### src/rtl/rx_cfg_pkg.sv
// Shared types and helpers for the asynchronous character receiver.
// Assumes the factor code is 2 bits; code 3 aliases the largest factor.
package rx_cfg_pkg;

    typedef enum logic [2:0] {
        ST_IDLE  = 3'd0,
        ST_START = 3'd1,
        ST_DATA  = 3'd2,
        ST_PAR   = 3'd3,
        ST_STOP  = 3'd4
    } rx_state_e;

    // Clocks per bit for a given factor code.
    function automatic int factor_cycles(input logic [1:0] code);
        case (code)
            2'd0:    factor_cycles = 1;
            2'd1:    factor_cycles = 16;
            default: factor_cycles = 64;
        endcase
    endfunction

endpackage

### src/rtl/rx_line_sync.sv
// Brings the serial line into the clock domain and flags falling edges.
// Assumes the line idles high; the chain resets to all ones so that
// reset release cannot create a false edge.
module rx_line_sync #(
    parameter int STAGES = 2
) (
    input  logic clk,
    input  logic rst_n,
    input  logic line_in,
    output logic line_s,
    output logic fall
);
    logic [STAGES-1:0] chain;
    logic              prev;

    // Shift the raw line through the synchroniser chain.
    always_ff @(posedge clk) begin
        if (!rst_n) chain <= '1;
        else        chain <= {chain[STAGES-2:0], line_in};
    end

    // Hold the previous synchronised level for edge detection.
    always_ff @(posedge clk) begin
        if (!rst_n) prev <= 1'b1;
        else        prev <= chain[STAGES-1];
    end

    assign line_s = chain[STAGES-1];
    assign fall   = prev & ~chain[STAGES-1];
endmodule

### src/rtl/rx_frame_ctrl.sv
// Frame sequencer: start confirmation, bit-centre timing, data assembly,
// parity and stop evaluation. Emits a one-cycle done pulse with the
// character and its per-character flags. Assumes configuration is
// stable for the duration of a frame.
module rx_frame_ctrl
    import rx_cfg_pkg::*;
#(
    parameter int MAX_FACTOR = 64,
    parameter int MAX_BITS   = 8,
    parameter int MIN_BITS   = 5
) (
    input  logic                clk,
    input  logic                rst_n,
    input  logic                line,
    input  logic                fall,
    input  logic [1:0]          factor_sel,
    input  logic [1:0]          len_sel,
    input  logic                parity_on,
    input  logic                parity_even,
    output logic                done,
    output logic [MAX_BITS-1:0] data,
    output logic                par_bad,
    output logic                stop_bad,
    output logic                all_low
);
    localparam int CNT_W = $clog2(MAX_FACTOR) + 1;
    localparam int IDX_W = $clog2(MAX_BITS);

    rx_state_e         state;
    logic [CNT_W-1:0]  cnt;
    logic [CNT_W-1:0]  fmax;
    logic [CNT_W-1:0]  half;
    logic [IDX_W-1:0]  bit_idx;
    logic [IDX_W-1:0]  last_idx;
    logic              tick;
    logic              par_acc;
    logic              par_seen;
    logic              low_acc;
    logic              exp_par;

    // Decode the configuration into bit timing and length limits.
    always_comb begin
        fmax     = CNT_W'(factor_cycles(factor_sel));
        half     = fmax >> 1;
        last_idx = IDX_W'(len_sel) + IDX_W'(MIN_BITS - 1);
        tick     = (cnt == fmax - CNT_W'(1));
        exp_par  = parity_even ? par_acc : ~par_acc;
    end

    // Main frame state machine with its bit counter and data assembly.
    always_ff @(posedge clk) begin
        if (!rst_n) begin
            state    <= ST_IDLE;
            cnt      <= '0;
            bit_idx  <= '0;
            data     <= '0;
            par_acc  <= 1'b0;
            par_seen <= 1'b0;
            low_acc  <= 1'b0;
            done     <= 1'b0;
            par_bad  <= 1'b0;
            stop_bad <= 1'b0;
            all_low  <= 1'b0;
        end else begin
            done <= 1'b0;
            case (state)
                ST_IDLE: begin
                    cnt <= '0;
                    if (fall) begin
                        data     <= '0;
                        bit_idx  <= '0;
                        par_acc  <= 1'b0;
                        par_seen <= 1'b0;
                        low_acc  <= 1'b1;
                        state    <= (fmax == CNT_W'(1)) ? ST_DATA : ST_START;
                    end
                end
                ST_START: begin
                    if (cnt == half - CNT_W'(1)) begin
                        cnt   <= '0;
                        state <= line ? ST_IDLE : ST_DATA;
                    end else begin
                        cnt <= cnt + CNT_W'(1);
                    end
                end
                ST_DATA: begin
                    if (tick) begin
                        cnt           <= '0;
                        data[bit_idx] <= line;
                        par_acc       <= par_acc ^ line;
                        low_acc       <= low_acc & ~line;
                        if (bit_idx == last_idx)
                            state <= parity_on ? ST_PAR : ST_STOP;
                        else
                            bit_idx <= bit_idx + IDX_W'(1);
                    end else begin
                        cnt <= cnt + CNT_W'(1);
                    end
                end
                ST_PAR: begin
                    if (tick) begin
                        cnt      <= '0;
                        par_seen <= line;
                        low_acc  <= low_acc & ~line;
                        state    <= ST_STOP;
                    end else begin
                        cnt <= cnt + CNT_W'(1);
                    end
                end
                ST_STOP: begin
                    if (tick) begin
                        cnt      <= '0;
                        done     <= 1'b1;
                        par_bad  <= parity_on & (par_seen != exp_par);
                        stop_bad <= ~line;
                        all_low  <= low_acc & ~line;
                        state    <= ST_IDLE;
                    end else begin
                        cnt <= cnt + CNT_W'(1);
                    end
                end
                default: state <= ST_IDLE;
            endcase
        end
    end

    // a high line at the mid-start check returns to hunting.
    assert_false_start_R4: assert property (@(posedge clk) disable iff (!rst_n)
        (state == ST_START && cnt == half - CNT_W'(1) && line) |=> (state == ST_IDLE && !done));

    // the bit counter never reaches the bit period.
    assert_cnt_in_period_R3: assert property (@(posedge clk) disable iff (!rst_n)
        (cnt < fmax));

    // a break frame always also has a low stop bit.
    assert_break_implies_frame_R9: assert property (@(posedge clk) disable iff (!rst_n)
        (done && all_low) |-> stop_bad);
endmodule

### src/rtl/rx_holding.sv
// Receive holding register plus the host-visible ready and error flags.
// Assumes host_read is a single-cycle strobe; a completion in the same
// cycle as a read wins and is not counted as an overrun.
module rx_holding #(
    parameter int MAX_BITS = 8
) (
    input  logic                clk,
    input  logic                rst_n,
    input  logic                done,
    input  logic [MAX_BITS-1:0] data_in,
    input  logic                par_bad,
    input  logic                stop_bad,
    input  logic                all_low,
    input  logic                line_s,
    input  logic                host_read,
    output logic [MAX_BITS-1:0] char_data,
    output logic                char_ready,
    output logic                parity_err,
    output logic                framing_err,
    output logic                overrun_err,
    output logic                break_det
);
    // Capture a completed character or clear flags on a host read.
    always_ff @(posedge clk) begin
        if (!rst_n) begin
            char_data   <= '0;
            char_ready  <= 1'b0;
            parity_err  <= 1'b0;
            framing_err <= 1'b0;
            overrun_err <= 1'b0;
        end else if (done) begin
            char_data   <= data_in;
            char_ready  <= 1'b1;
            parity_err  <= par_bad;
            framing_err <= stop_bad;
            overrun_err <= (char_ready | overrun_err) & ~host_read;
        end else if (host_read) begin
            char_ready  <= 1'b0;
            parity_err  <= 1'b0;
            framing_err <= 1'b0;
            overrun_err <= 1'b0;
        end
    end

    // Track the break condition until the line returns high.
    always_ff @(posedge clk) begin
        if (!rst_n)                break_det <= 1'b0;
        else if (done && all_low)  break_det <= 1'b1;
        else if (line_s)           break_det <= 1'b0;
    end

    // every completion leaves a character ready.
    assert_ready_after_done_R7: assert property (@(posedge clk) disable iff (!rst_n)
        done |=> char_ready);

    // a read with no completion empties the holding register.
    assert_read_clears_R7: assert property (@(posedge clk) disable iff (!rst_n)
        (host_read && !done) |=> (!char_ready && !overrun_err));

    // completing onto an unread character flags overrun.
    assert_overrun_R8: assert property (@(posedge clk) disable iff (!rst_n)
        (done && char_ready && !host_read) |=> overrun_err);

    // a high line with no completion clears break.
    assert_break_clear_R9: assert property (@(posedge clk) disable iff (!rst_n)
        (line_s && !done) |=> !break_det);
endmodule

### src/rtl/async_char_receiver.sv
// Top of the asynchronous character receiver: line synchroniser, frame
// sequencer and holding register. Assumes the block clock is the receive
// clock at the selected multiple of the baud rate.
module async_char_receiver #(
    parameter int MAX_FACTOR  = 64,
    parameter int MAX_BITS    = 8,
    parameter int MIN_BITS    = 5,
    parameter int SYNC_STAGES = 2
) (
    input  logic       clk,
    input  logic       rst_n,
    input  logic       rx_line,
    input  logic [1:0] factor_sel,
    input  logic [1:0] len_sel,
    input  logic       parity_on,
    input  logic       parity_even,
    input  logic       host_read,
    output logic [7:0] char_data,
    output logic       char_ready,
    output logic       parity_err,
    output logic       framing_err,
    output logic       overrun_err,
    output logic       break_det
);
    logic                line_s;
    logic                fall;
    logic                done;
    logic [MAX_BITS-1:0] frame_data;
    logic [MAX_BITS-1:0] held;
    logic                par_bad;
    logic                stop_bad;
    logic                all_low;

    rx_line_sync #(.STAGES(SYNC_STAGES)) u_sync (
        .clk     (clk),
        .rst_n   (rst_n),
        .line_in (rx_line),
        .line_s  (line_s),
        .fall    (fall)
    );

    rx_frame_ctrl #(
        .MAX_FACTOR (MAX_FACTOR),
        .MAX_BITS   (MAX_BITS),
        .MIN_BITS   (MIN_BITS)
    ) u_frame (
        .clk         (clk),
        .rst_n       (rst_n),
        .line        (line_s),
        .fall        (fall),
        .factor_sel  (factor_sel),
        .len_sel     (len_sel),
        .parity_on   (parity_on),
        .parity_even (parity_even),
        .done        (done),
        .data        (frame_data),
        .par_bad     (par_bad),
        .stop_bad    (stop_bad),
        .all_low     (all_low)
    );

    rx_holding #(.MAX_BITS(MAX_BITS)) u_hold (
        .clk         (clk),
        .rst_n       (rst_n),
        .done        (done),
        .data_in     (frame_data),
        .par_bad     (par_bad),
        .stop_bad    (stop_bad),
        .all_low     (all_low),
        .line_s      (line_s),
        .host_read   (host_read),
        .char_data   (held),
        .char_ready  (char_ready),
        .parity_err  (parity_err),
        .framing_err (framing_err),
        .overrun_err (overrun_err),
        .break_det   (break_det)
    );

    assign char_data = 8'(held);
endmodule

### config.mk
export PLATFORM = sky130hd
export DESIGN_NAME = async_char_receiver
export DESIGN_NICKNAME = d
export VERILOG_FILES = /design/src/rtl/rx_cfg_pkg.sv /design/src/rtl/rx_line_sync.sv /design/src/rtl/rx_frame_ctrl.sv /design/src/rtl/rx_holding.sv /design/src/rtl/async_char_receiver.sv
export SDC_FILE = /design/constraint.sdc
export NUM_CORES = 1
export LEC_CHECK = 0
export CAP_MARGIN = 0
export CORE_ASPECT_RATIO = 1.25
export CORE_MARGIN = 2
export CORE_UTILIZATION = 53
export CTS_BUF_LIST = sky130_fd_sc_hd__clkbuf_8
export DETAILED_ROUTE_END_ITERATION = 10
export PLACE_DENSITY = 0.78
export SETUP_SLACK_MARGIN = 0.4
export SLEW_MARGIN = 20
export SYNTH_ARGS = -nofsm -noshare
export SYNTH_HDL_FRONTEND = slang
export SYNTH_SLANG_ARGS = --single-unit
### constraint.sdc
create_clock -name clk -period 1.9 [get_ports clk]
set_input_delay 0.19 -clock clk [delete_from_list [all_inputs] [get_ports clk]]
set_output_delay 0.19 -clock clk [all_outputs]
set_load 0.02 [all_outputs]
==> results of run 1 <==
-- cell usage after synthesis (2+ instances only) --
cell      number  area share (%)
nand2_1       24             4.1
nand4_1        2            0.57
a31oi_1        3            0.86
inv_1          3            0.52
buf_4          3             1.0
clkbuf_2       2            0.46
o211ai_1       9             3.1
ha_1           3             1.7
o21ai_0        9             2.1
dfxtp_1       44              40
nor2_1        38             6.6
o31ai_1        3             1.0
a22oi_1        2            0.69
xnor2_1        7             2.8
a21oi_1       14             3.2
nor2b_1        8             2.3
a211oi_1       2            0.69
mux2_2         2             1.0
nand3_1       11             2.5
and2_1         3            0.86
clkbuf_1       8             1.4
nor3_1         6             1.4
nand2b_1       8             2.3
buf_6          2             1.0
xor2_1         4             1.6
nor3b_1        4             1.4
and3_1         4             1.1
mux2i_1       12             5.5
-- kinds of logic (layout without fill, tap and decap cells) --
family	count (synthesis)	in the layout	share of synthesized area, %
compound gates	52	52	16.2
flops	44	44	40.5
xor+xnor	11	11	4.43
buf+inv	21	67	5.00
mux	14	14	6.56
fa+ha+maj	3	3	1.73
simple gates	115	115	25.6
-- per-layer routing --
| metal | vias to the layer above | global-route usage [%] | share of wire [%] |
|---|---|---|---|
| met5 | - | 0 | 0 |
| met4 | 0 | 10.4 | 2.5 |
| met3 | 14 | 4.75 | 3.8 |
| met2 | 53 | 42.4 | 51 |
| met1 | 969 | 29.3 | 43 |
| li1 | 1002 | - | - |
-- flip-flops by register name (all words and copies together) (netlist names) --
register            cells
u_sync.prev             1
u_hold.overrun_err      1
u_hold.break_det        1
u_frame.par_acc         1
u_frame.cnt             7
u_hold.parity_err       1
u_frame.low_acc         1
u_hold.char_ready       1
u_frame.state           3
u_frame.all_low         1
u_hold.char_data        8
u_frame.par_seen        1
u_frame.done            1
u_frame.data            8
u_sync.chain            2
u_frame.bit_idx         3
u_frame.par_bad         1
u_frame.stop_bad        1
u_hold.framing_err      1
-- through the flow --
stage               power [W]  instances  hold slack, ns  setup WS [ns]
global placement      0.00153        351           0.388         -0.572
CTS                   0.00220        361           0.427          0.119
finish                0.00222        362           0.424         0.0773
floorplan             0.00136        260           0.269         -0.164
global route          0.00233        362           0.464         0.0229
detailed placement    0.00154        351           0.409         -0.614
-- path summary, 6_finish.rpt --
check	to	slack (ns)	cells past startpoint
setup / recovery	u_frame.state[0]	0.08	11
hold / removal	u_sync.chain[1]	0.42	1
setup reg to reg	u_frame.state[0]	0.09	8
hold reg to reg	u_sync.chain[1]	0.42	1
-- power breakdown --
group	switching, W	internal, W	leakage [nW]
clock	0.000317	0.000290	0.0486
sequential	0.0000616	0.000956	0.358
combinational	0.000331	0.000268	0.693
total	0.000709	0.00151	1.10
-- placed cells by master, fill, tap and decap left out, types with 4 or more instances in the layout --
| cell type | instances |
|---|---|
| o211ai_1 | 9 |
| clkdlybuf4s50_1 | 19 |
| o21ai_0 | 5 |
| buf_4 | 24 |
| xor2_1 | 4 |
| clkbuf_8 | 6 |
| dfxtp_1 | 39 |
| nand2_1 | 23 |
| nand2b_1 | 7 |
| inv_1 | 4 |
| buf_6 | 10 |
| xnor2_1 | 6 |
| mux2i_1 | 11 |
| nand3_1 | 8 |
| nor2_1 | 36 |
| a21oi_1 | 14 |
| nor2b_1 | 8 |
-- area by class of cell --
| cell class | instances | area, um^2 | area share, % |
|---|---|---|---|
| Sequential cell | 44 | 892 | 30.4 |
| Inverter | 4 | 15.0 | 0.512 |
| Clock buffer | 6 | 82.6 | 2.82 |
| Tap cell | 56 | 70.1 | 2.39 |
| Multi-Input combinational cell | 195 | 1360 | 46.4 |
| Timing Repair Buffer | 55 | 500 | 17.1 |
| Clock inverter | 2 | 11.3 | 0.384 |
-- worst max-delay path, delay by kind of cell --
family,cells,cell delay (ns)
xor gates and xnor gates,1,0.15
AOI/OAI and AO/OA,2,0.30
and+or+nand+nor,2,0.37
adders and majority gates,1,0.17
buffers and inverters,3,0.43
muxes,2,0.41
-- what timing repair did --
item                                   4_1_cts  5_1_grt
pin swaps                                   27       11
setup endpoints to repair                   28       29
endpoints found under the hold margin        0        0
resized for setup                           41       16
setup buffers                                1        1
cloned                                       1        0
==> impl_metrics.ini, run 1 <==
[run_status]
outcome = finished clean

[setup_path]
path_max_fanout = 3
start_kind = primary input
cp_slowest_cell = mux2i_2
crit_top_cell = buf_6
critPathLaunch = factor_sel[1]
cp_data_arrival_time_ns = 2.01
worstPathCellList = buf_6 -> or2_4 -> ha_4 -> xnor2_2 -> mux2i_2 -> buf_4 -> nand3_2 -> buf_6 -> a21oi_1 -> o21ai_2 -> mux2i_1
critPathKind = primary input to flip-flop
crit_required_ns = 2.08
regToRegStartpoint = u_frame.cnt[6]
cpPeakStageDelay_ns = 0.29
end_kind = flip-flop

[synth]
postSynthAreaPerCell_um2 = 8.37
ys_seq_elements = 44
synthArstFlopShare_pct = 0
synth-main-ff-cell = dfxtp_1
synthCells = 260
synth_cell_types = 48
ys_warn_count = 0
netlist_area_um2 = 2180
synth_edf_count = 0
ys_seq_area_share_pct = 40.5
synth_fp_nets = 273

[global_route]
grt_max_degree = 21
antenna_found_initial = 0
grt_usage_pct = 24.6
grt_overflow = 0
grt_pass1_wl_um = 8500
first_global_vias = 1933

[timing]
tightest_slew_ns = 0.683
timing.fmax_mhz = 549
setup_tns_ns = 0
relSlewSlack_pct = 54.4
min_period_ns = 1.82
hold_viol = 0
finClkSkew_ns = 0.00423
rsz0062_at_grt = true
drv_slew = 0
period_share_pct = 95.9
report.final.setup_viol = 0

[drt]
viasPerCell = 5.63
drt_iter0_markers = 91
route.final.wire_length_um = 5170
drc = 0
ant_nets = 0
drt_first_pass_iters = 4
num_vias = 2038
wl_per_cell_um = 14.3

[worst_hold_path]
hp-class = flip-flop to flip-flop
hp-start = u_sync.chain[0]

[clock_network]
cts-buffers-inserted = 5
cts_tree = done
cts_root_buf = clkbuf_8
cts-htree-levels = 2
clk_pin_slew_ns = 0.08
clock_sinks = 44
cts_buffer_depth = 2
cts_hold_buf = 0
clock_latency_ns = 0.30

[finish]
final_area_um2 = 2930
final_nets = 318
drive_gt1_share_pct = 26.1
area_growth_pct = 34.7
fill_cells = 297
antenna_cells = 0
final_util_pct = 73.3

[power]
power_density_nw_per_um2 = 759
power_leakage_nw = 1.10
vdd_drop_max_uv = 604

[floorplanning]
die-area_um2 = 4640
ios = 23
start_util_pct = 54.4
core_um2 = 4000
num_rows = 26
die_h_um = 75.6
die_w_um = 61.3

[placed_design]
port_buffers = 22
place_area_um2 = 2640
gp_congestion = 0.858
hpwl_um = 3400

[flow_run]
drv_cap = 0
(Power assumes the default switching activity.)
==> run 2, diff against run 1 <==
CTS_CLUSTER_DIAMETER = 200   (was unset)
SKIP_LAST_GASP = 1   (was unset)
==> results of run 2 <==
No change in the layout: final DEF, timing and power equal those of run 1.
==> run 3, diff against run 2 <==
CORE_UTILIZATION = 55   (was 53)
clock period = 2.3 ns   (was 1.9 ns; I/O delays follow)
==> run 3 against run 2 <==
  * Sequential power decreased by 18%
  * Critical path depth unchanged
  * Register-to-register slack improved by 0.34 ns
  * Setup slack gained 0.32 ns
  * Cell count decreased by 4.1%
  * Sequential cell count unchanged
  * Combinational power fell by 28%
  * Via count fell by 4.7%
  * Global-route usage is 0.52 points higher
  * Worst hold slack got worse by 0.019 ns
  * Core utilization about the same
  * Sequential share of layout area is 2.0 points higher
==> impl_metrics.ini, run 3 (synthesis results as in run 1) <==
[floorplanning]
ios = 23
die-area_um2 = 4480
die_w_um = 60.3
start_util_pct = 57.5
core_um2 = 3780
die_h_um = 74.3
num_rows = 25

[power]
power_density_nw_per_um2 = 623
vdd_drop_max_uv = 578
power_leakage_nw = 0.997
p_total_w = 0.00173

[clock_network]
clock_sinks = 44
cts_tree = done
cts-htree-levels = 2
clk_pin_slew_ns = 0.08
cts_buffer_depth = 2
cts-buffers-inserted = 5
clock_latency_ns = 0.29
cts_hold_buf = 0
cts_root_buf = clkbuf_8

[placed_design]
pre_cts_ws_ns = -0.284
hpwl_um = 3350
dp.cells = 333
port_buffers = 22
gp_congestion = 0.860

[drt]
viasPerCell = 5.60
wl_met1_um = 2030
drt_iter0_markers = 97
dr_wl_met2_um = 2700
num_vias = 1942
drt_first_pass_iters = 4
top_layer_used = met4
drc = 0
dr_wl_met3_um = 154
route.final.wire_length_um = 4990
ant_nets = 0
wl_per_cell_um = 14.4

[finish]
drive_gt1_share_pct = 22.2
layout_commonest_cell = nor2_1
fin_cells = 347
antenna_cells = 0
largestRegisters = u_frame.data: 8 flops, u_hold.char_data: 8 flops, u_frame.cnt: 7 flops
final_nets = 306
area_growth_pct = 27.5
final_cell_mix = nor2_1, dfxtp_1, nand2_1

[timing]
hold_viol = 0
setup_ws_ns = 0.400
rsz0062_at_grt = true
timing.fmax_mhz = 526
tightest_slew_ns = 0.687
period_share_pct = 82.6
report.final.setup_viol = 0
relSlewSlack_pct = 54.1
finClkSkew_ns = 0.00681
drv_slew = 0
min_period_ns = 1.90

[global_route]
grt_max_degree = 26
grt_overflow = 0
grt_usage_pct = 25.1
grt_pass1_wl_um = 8380
antenna_found_initial = 0
first_global_vias = 1899

[worst_hold_path]
hp-class = flip-flop to flip-flop

[run_status]
outcome = finished clean

[setup_path]
crit_required_ns = 2.49
end_kind = flip-flop
cp_data_arrival_time_ns = 2.09
critPathKind = primary input to flip-flop
start_kind = primary input
path_max_fanout = 5

[flow_run]
drv_cap = 0
-- run 3: changes by cell type in the layout (fill, tap and decap cells not counted), sizes merged --
cell | before | now
buf | 35 | 23
clkinv | 1 | 2
dlymetal6s2s | 1 | 0
clkbuf | 6 | 5
clkdlybuf4s50 | 19 | 20
inv | 4 | 3
-- run 3: per-layer routing --
layer	vias up	GRT usage, %
li1	972	-
met2	33	44.3
met3	10	5.39
met4	0	11.9
met1	927	28.2
met5	-	0
-- run 3: critical path, cell delays in order --
cell,delay (ns)
buf_2,0.12
or2_4,0.27
ha_4,0.18
xnor2_4,0.15
mux2i_2,0.25
buf_4,0.17
a41oi_4,0.12
buf_6,0.17
nor3b_4,0.21
xnor2_1,0.14
nor2_1,0.06
-- run 3: timing repair --
action	in CTS	in global routing
pin swaps	12	8
buffers inserted	4	2
setup endpoints to repair	28	19
gates cloned	1	0
resized for setup	32	17
-- run 3: area by class of cell --
class	count	area, um^2
clock buffer	5	68.8
clock inverter	2	12.5
fill	291	1010
inverter	4	15.0
multi-input combinational	195	1340
sequential	44	901
tap	54	67.6
timing repair buffer	43	373
-- run 3: through the flow --
step / cell area [um^2] / hold slack (ns) / util, % / TNS, ns
finish: 2770 / 0.405 / 73.3 / 0
global route: 2770 / 0.456 / 73.3 / 0
CTS: 2700 / 0.410 / 71.4 / 0
detailed placement: 2500 / 0.398 / 66.0 / -4.06
global placement: 2500 / 0.388 / 66.0 / -2.50
floorplan: 2200 / 0.309 / - / 0
-- run 3: power by group --
| part | total [W] | internal, W | switching [W] |
|---|---|---|---|
| Clock | 0.000457 | 0.000206 | 0.000251 |
| Combinational | 0.000430 | 0.000178 | 0.000252 |
| Sequential | 0.000841 | 0.000788 | 0.0000536 |
-- run 3: worst paths after layout --
check / from / endpoint / slack [ns] / cells past startpoint
max: factor_sel[1] / u_frame.bit_idx[2] / 0.40 / 11
min reg2reg: u_sync.chain[0] / u_sync.chain[1] / 0.40 / 1
max reg2reg: u_frame.cnt[3] / u_frame.bit_idx[2] / 0.43 / 9
min: u_sync.chain[0] / u_sync.chain[1] / 0.40 / 1
